===== src/rtl/rstseq_pkg.sv =====
package rstseq_pkg;
  localparam int OPT_W        = 16;
  localparam int BIT_LONG_DLY = 2;
  localparam int BIT_WDG_HW   = 3;
  localparam int BIT_LVD_EN   = 8;
  // reserved positions 15..13 and 11..10
  localparam logic [OPT_W-1:0] RSV_MASK = 16'hEC00;

  localparam int NSRC    = 4;
  localparam int SRC_POR = 0;
  localparam int SRC_PIN = 1;
  localparam int SRC_LVD = 2;
  localparam int SRC_WDG = 3;

  typedef enum logic [1:0] {
    CAUSE_POR = 2'd0,
    CAUSE_PIN = 2'd1,
    CAUSE_LVD = 2'd2,
    CAUSE_WDG = 2'd3
  } cause_e;
endpackage


===== src/rtl/rstseq_sync.sv =====
module rstseq_sync #(
  parameter int W      = 4,
  parameter int STAGES = 2
) (
  input  logic         clk,
  input  logic [W-1:0] d,
  output logic [W-1:0] q
);
  logic [W-1:0] stg [STAGES];

  always_ff @(posedge clk) stg[0] <= d;

  for (genvar g = 1; g < STAGES; g++) begin : g_stage
    always_ff @(posedge clk) stg[g] <= stg[g-1];
  end

  assign q = stg[STAGES-1];
endmodule


===== src/rtl/rstseq_optlatch.sv =====
module rstseq_optlatch
  import rstseq_pkg::*;
(
  input  logic             clk,
  input  logic             rst,
  input  logic             rst_sync,
  input  logic [NSRC-1:0]  src_sync,
  input  logic [OPT_W-1:0] word_i,
  output logic [OPT_W-1:0] opt_q,
  output cause_e           cause_q,
  output logic             err_q
);
  logic rst_d;

  function automatic cause_e pick(input logic [NSRC-1:0] s);
    if (s[SRC_POR])      return CAUSE_POR;
    else if (s[SRC_PIN]) return CAUSE_PIN;
    else if (s[SRC_LVD]) return CAUSE_LVD;
    else                 return CAUSE_WDG;
  endfunction

  always_ff @(posedge clk) begin
    if (rst) begin
      opt_q   <= word_i;
      cause_q <= CAUSE_POR;
      err_q   <= |(word_i & RSV_MASK);
      rst_d   <= 1'b0;
    end else begin
      rst_d <= rst_sync;
      if (rst_sync && !rst_d) begin
        opt_q   <= word_i;
        cause_q <= pick(src_sync);
        err_q   <= |(word_i & RSV_MASK);
      end
    end
  end

  AST_POR_CAUSE: assert property (@(posedge clk) disable iff (rst)
    (rst_sync && !rst_d && src_sync[SRC_POR]) |=> (cause_q == CAUSE_POR));
endmodule


===== src/rtl/rstseq_delay.sv =====
module rstseq_delay #(
  parameter int SHORT_DLY = 2048,
  parameter int LONG_DLY  = 32768
) (
  input  logic clk,
  input  logic rst,
  input  logic rst_sync,
  input  logic long_sel,
  input  logic wdg_hw,
  output logic core_rst_o,
  output logic wdg_en_o
);
  localparam int MAXD = (LONG_DLY > SHORT_DLY) ? LONG_DLY : SHORT_DLY;
  localparam int CW   = (MAXD > 2) ? $clog2(MAXD) : 1;
  localparam logic [CW-1:0] TERM_S = CW'(SHORT_DLY - 1);
  localparam logic [CW-1:0] TERM_L = CW'(LONG_DLY - 1);

  logic [CW-1:0] cnt;
  logic [CW-1:0] term;

  assign term = long_sel ? TERM_L : TERM_S;

  always_ff @(posedge clk) begin
    if (rst || rst_sync) begin
      core_rst_o <= 1'b1;
      cnt        <= '0;
      wdg_en_o   <= 1'b0;
    end else if (core_rst_o) begin
      if (cnt == term) begin
        core_rst_o <= 1'b0;
        wdg_en_o   <= wdg_hw;
      end else begin
        cnt <= cnt + 1'b1;
      end
    end
  end

  AST_SRC_HOLDS: assert property (@(posedge clk) disable iff (rst)
    rst_sync |=> core_rst_o);
  AST_RESTART: assert property (@(posedge clk) disable iff (rst)
    rst_sync |=> (cnt == '0));
  AST_EXACT_RELEASE: assert property (@(posedge clk) disable iff (rst)
    $fell(core_rst_o) |-> ($past(cnt) == $past(term)));
  AST_WDG_AT_RELEASE: assert property (@(posedge clk) disable iff (rst)
    $rose(wdg_en_o) |-> $fell(core_rst_o));
  AST_WDG_LOW_IN_RST: assert property (@(posedge clk) disable iff (rst)
    core_rst_o |-> !wdg_en_o);
endmodule


===== src/rtl/rstseq_top.sv =====
module rstseq_top
  import rstseq_pkg::*;
#(
  parameter int SHORT_DLY  = 2048,
  parameter int LONG_DLY   = 32768,
  parameter int SYNC_STAGE = 2
) (
  input  logic             clk_i,
  input  logic             por_i,
  input  logic             pin_rst_i,
  input  logic             lvd_i,
  input  logic             wdg_rst_i,
  input  logic [OPT_W-1:0] opt_word_i,
  output logic             core_rst_o,
  output logic [OPT_W-1:0] opt_q_o,
  output logic             wdg_en_o,
  output logic [1:0]       cause_o,
  output logic             cfg_err_o
);
  logic [NSRC-1:0] src_raw;
  logic [NSRC-1:0] src_sync;
  logic            rst_sync;
  cause_e          cause_q;

  assign src_raw[SRC_POR] = por_i;
  assign src_raw[SRC_PIN] = pin_rst_i;
  assign src_raw[SRC_LVD] = lvd_i & opt_q_o[BIT_LVD_EN];
  assign src_raw[SRC_WDG] = wdg_rst_i;

  rstseq_sync #(.W(NSRC), .STAGES(SYNC_STAGE)) u_sync (
    .clk (clk_i),
    .d   (src_raw),
    .q   (src_sync)
  );

  assign rst_sync = |src_sync;

  rstseq_optlatch u_latch (
    .clk      (clk_i),
    .rst      (por_i),
    .rst_sync (rst_sync),
    .src_sync (src_sync),
    .word_i   (opt_word_i),
    .opt_q    (opt_q_o),
    .cause_q  (cause_q),
    .err_q    (cfg_err_o)
  );

  assign cause_o = cause_q;

  rstseq_delay #(.SHORT_DLY(SHORT_DLY), .LONG_DLY(LONG_DLY)) u_delay (
    .clk        (clk_i),
    .rst        (por_i),
    .rst_sync   (rst_sync),
    .long_sel   (opt_q_o[BIT_LONG_DLY]),
    .wdg_hw     (opt_q_o[BIT_WDG_HW]),
    .core_rst_o (core_rst_o),
    .wdg_en_o   (wdg_en_o)
  );

  AST_OPT_HELD: assert property (@(posedge clk_i) disable iff (por_i)
    (!core_rst_o && !rst_sync) |=> $stable(opt_q_o));
  AST_ERR_MATCH: assert property (@(posedge clk_i) disable iff (por_i)
    cfg_err_o == |(opt_q_o & RSV_MASK));
  AST_LVD_MASKED: assert property (@(posedge clk_i) disable iff (por_i)
    (!opt_q_o[BIT_LVD_EN] && !rst_sync && !core_rst_o && !pin_rst_i && !wdg_rst_i
     && !$past(pin_rst_i) && !$past(wdg_rst_i) && !$past(opt_q_o[BIT_LVD_EN]))
    |=> !src_sync[SRC_LVD]);
endmodule


===== config.mk =====
export PLATFORM = sky130hd
export DESIGN_NAME = rstseq_top
export DESIGN_NICKNAME = d
export VERILOG_FILES = /design/src/rtl/rstseq_pkg.sv /design/src/rtl/rstseq_sync.sv /design/src/rtl/rstseq_optlatch.sv /design/src/rtl/rstseq_delay.sv /design/src/rtl/rstseq_top.sv
export SDC_FILE = /design/constraint.sdc
export NUM_CORES = 1
export LEC_CHECK = 0
export BUFFER_PORTS_ARGS = -buffer_cell sky130_fd_sc_hd__clkbuf_2
export CORE_ASPECT_RATIO = 1.2
export CORE_MARGIN = 2
export CORE_UTILIZATION = 55
export DETAILED_ROUTE_END_ITERATION = 8
export PLACE_DENSITY = 0.86
export SLEW_MARGIN = 5
export SYNTH_ARGS = -nofsm -noshare
export SYNTH_HDL_FRONTEND = slang
export SYNTH_SLANG_ARGS = --single-unit

===== constraint.sdc =====
create_clock -name clk_i -period 4.49 [get_ports clk_i]
set_clock_uncertainty 0.1 [all_clocks]
set_input_delay 0.449 -clock clk_i [delete_from_list [all_inputs] [get_ports clk_i]]
set_output_delay 0.449 -clock clk_i [all_outputs]
set_load 0.01 [all_outputs]

Word level (Yosys, flattened, before mapping)
Memory sizes are Yosys's and may differ from the RTL's.
Index checks and enable logic that the tools add are counted.
{"block": "totals", "regBits": 37, "ramBits": 8, "input_bits": 21, "output_inout_bits": 21, "elab_cells": 30, "memories": 1}
{"name": "u_sync.stg", "depth": 2, "word_bits": 4, "read_ports": 2, "rd_ports_with_merged_regs": 0, "wr": 2, "line_no": "rstseq_sync.sv:9", "rtl": "logic [W-1:0] stg [STAGES];"}
{"block": "op_classes", "n_addsub": 1, "eq_ne": 1, "muxes": 10, "bitwise_logic": 2, "reduce_logical": 8}
{"op": "two-way mux 16 bit", "n": 2}
{"op": "adder 15 x 1 -> 15 bit, second input constant", "n": 1}
{"op": "== test 15 bit", "n": 1}
{"op": "two-way mux 15 bit", "n": 1}
{"op": "two-way mux 1 bit", "n": 5}
{"op": "OR reduction 5 bit", "n": 1}
{"op": "two-way mux 2 bit", "n": 2}
{"op": "AND reduction 2 bit", "n": 2}
{"op": "OR reduction 4 bit", "n": 1}
{"op": "nonzero test 2 bit", "n": 1}
{"op": "bitwise AND 1 bit", "n": 1}
{"op": "logical AND 1 bit", "n": 1}
{"op": "zero test 1 bit", "n": 1}
{"op": "logical OR 1 bit", "n": 1}
{"op": "inverter 1 bit", "n": 1}

Logic depth before layout (Yosys ltp)
An unclocked memory read counts as a cell.
{"block": "logic_depth", "word_depth": 5, "depth_mapped": 6, "depth_no_buf": 5}

By module
From an unflattened synthesis, not the netlist that was laid out.
{"block": "unflattened", "cells_unflattened": 144, "area_unflattened_um2": 1690.4}
{"mod": "rstseq_delay", "instances": 1, "cells_per_inst": 97, "area_per_inst_um2": 839.6, "seq_area_each_um2": 340.3}
{"mod": "rstseq_optlatch", "instances": 1, "cells_per_inst": 33, "area_per_inst_um2": 646.9, "seq_area_each_um2": 570.5}
{"mod": "rstseq_sync", "instances": 1, "cells_per_inst": 12, "area_per_inst_um2": 190.2, "seq_area_each_um2": 160.2}
{"mod": "rstseq_top", "instances": 1, "cells_per_inst": 2, "area_per_inst_um2": 13.8, "seq_area_each_um2": 0.0}

Worst setup path after synthesis
OpenSTA, ideal clock, no wires.
{"block": "synth_timing", "path_type": "register to register", "from": "register u_delay.cnt[0]", "to": "register u_delay.cnt[14]", "setup_time_ps": 72, "t_arrival_ps": 1521, "required_ps": 4318, "path_slack_ps": 2797, "path_stages_with_launch": 6, "path_buffers": 0, "synth_period_minus_slack_ps": 1693, "cell_sequence": "dfxtp_1 -> ha_1 -> and3_1 -> nand3_1 -> a2111oi_0 -> mux2i_1"}
{"block": "synth_via", "elab_chain_cells": 3, "word_cells_on_any_way": 4, "classes_between": "1 x add/sub; 1 x eq/ne; 1 x bitwise; 1 x reduce/logical"}
{"element": "start: declaration", "line_no": "rstseq_delay.sv:18", "rtl": "logic [CW-1:0] cnt;"}
{"element": "start signal: assignment", "line_no": "rstseq_delay.sv:33", "rtl": "cnt <= cnt + 1'b1;"}
{"element": "branches (longest 3 deep; another with adder 15 x 1 -> 15 bit)"}
Parallel ways; which one is timed is not known.
A chain may end at the register's enable or synchronous reset.

==> metrics.txt <==
CTS tree yes; fin crit period 1.98 ns; vias in the first global route 1342; internal power 0.578 mW; GR Util All Layers 20.4%; max_cap viols 0; switching pwr 0.155 mW; drt first pass iters 4; top cell type's share of synthesized area 31.4%; initial antenna violation count 0; R2R cell count 3; Arr. time, crit path 1.92 ns; post-DP HPWL 2500 um; worst hold path type in -> reg; Die H 66.4 um; H-Tree Depth 2; top cells by area, synth dfxtp_1, edfxtp_1, mux2i_1; Warnings, synthesis 0; worst hold stages 1; Pwr Density 355 nW/um^2; DRC viols 0; RD Place Congestion 0.831; via count 1332; Initial Util 58.0%; initial DRC count 63; worst slew pin tran 0.646 ns; max frequency 506 MHz; worst skew pair latency 0.35 ns; met1 Usage GRT 21.6%; CP required 4.44 ns; vias per cell 5.67; Clock Tree Root clkbuf_4; n_diodes 0; CORE AREA 3080 um^2; largest net degree at the start of global routing 19; Clock Path Buffers 2; synthesized area per cell 11.4 um^2; RSZ-0062 raised after global routing false; most frequent cells in the layout clkbuf_2, dfxtp_1, nand2_1; setup TNS 0 ns; Yosys cell types 34; Max-slew headroom 56.5%; GR peak layer met2; CP startpoint kind register; # fillers 246; Yosys top cell by area dfxtp_1; CP endpoint kind register; clock group share of total power 32.5%; Post-synth EDFFs 17; # Post-CTS Setup Buffers 0; Worst-path clk slew 0.12 ns; worst setup path category reg -> reg; status finished, final reports clean; asr flop ratio synth 0%; Seq cells post-synth 45; Hold Fails Final Rpt 0; WL per Instance 14.1 um; Peak supply drop 0.373 mV; clk sinks 45; switch share 21.1%; grt total ovfl 0; Max Transition Viols Final 0; M2 GR Usage 36.6%; ys flop type dfxtp_1; worst slack at placement 2.55 ns; Synth Instances 157; final-stage net count 220; Rows 22; io pins 42; final setup margin 2.51 ns; I/O Buffers 41; sequential share of the synthesized area 59.9%; routed wire length 3320 um; Gate power share 6.2%; number of setup violations in the final report 0; Seq pwr share 61.3%; Die Width 56.0 um; post_cts resized 0; CTS buffer count 5; Cell Area, Synth 1790 um^2; met3 Use GR 6.07%; hold_buf cts 0; Final period util 44.0%; die area 3720 um^2; syn nets 179; leading cell type in the layout, fill and taps excluded clkbuf_2; first-pass GRT wire length 5750 um; leakage power 0.812 nW; layout cells sized above 1 27.6%; antenna-violating nets left 0; Area Overhead vs Synth 15.6%; CP max FO 17
registers in the layout, indices dropped and copies added (netlist names):
signal,count
u_latch.opt_q,16
u_delay.wdg_en_o,1
u_sync.stg,8
u_latch.cause_q,2
u_latch.rst_d,1
u_delay.core_rst_o,1
u_delay.cnt,15
u_latch.err_q,1
cells by family (layout without fill, tap and decap cells):
group | Yosys count | count (layout) | share of synthesized area (%)
flip-flops | 45 | 45 | 59.9
buffers and inverters | 11 | 53 | 3.50
multiplexers | 12 | 12 | 7.42
AND/OR/NAND/NOR | 65 | 65 | 19.9
AO/OA/AOI/OAI | 23 | 23 | 8.54
adder cells (fa/ha/maj) | 1 | 1 | 0.700
synthesized netlist by cell type (all sizes together) (4+ instances only):
master  number
edfxtp      17
a21oi       10
inv          4
dfxtp       28
or3          7
nand2       22
mux2i       12
a211oi       4
nand3        6
nor3         4
buf          6
nor2         8
cell type report:
class / instances / area [um^2] / area share, %
clock buffer: 6 / 41.3 / 2.00
clock inverter: 2 / 35.0 / 1.70
inverter: 4 / 15.0 / 0.727
multi-input combinational: 101 / 653 / 31.6
sequential: 45 / 1070 / 51.8
tap: 36 / 45.0 / 2.18
timing repair buffer: 41 / 205 / 9.93
critical path, stage by stage (launching register included):
cell     delay [ns]
dfxtp_1        0.35
nor4_1         0.60
nor2_1         0.14
or2_2          0.48
path summary, 6_finish.rpt:
kind | startpoint | to | slack [ns]
max | u_sync.stg[0][5] | u_latch.opt_q[2] | 2.51
min reg2reg | u_sync.stg[0][1] | u_sync.stg[0][5] | 0.24
min | wdg_rst_i | u_sync.stg[0][3] | 0.10
max reg2reg | u_sync.stg[0][5] | u_latch.opt_q[2] | 2.51
per-layer routing:
metal	share of wire (%)	wire [um]
met4	2.5	82
met1	40	1310
met3	6.3	209
met5	0	0
met2	52	1720
metrics by stage:
step                      std cells  hold slack (ns)  total power [mW]  area [um^2]  utilization [%]
after floorplan                 157            0.210             0.482         1790                -
after global placement          227            0.211             0.501         1990             64.5
after detailed placement        227            0.212             0.505         1990             64.5
after CTS                       235           0.0863             0.738         2070             67.0
after global routing            235           0.0894             0.757         2070             67.0
final                           235            0.101             0.733         2070             67.0
power groups by stage:
stage | Sequential, mW | Clock (mW) | Combinational (mW)
2_1_floorplan | 0.463 | 0 | 0.0194
3_3_place_gp | 0.457 | 0 | 0.0444
3_5_place_dp | 0.458 | 0 | 0.0462
4_1_cts | 0.449 | 0.243 | 0.0462
5_1_grt | 0.451 | 0.256 | 0.0500
6_report | 0.449 | 0.238 | 0.0455
(Power assumes the default switching activity.)
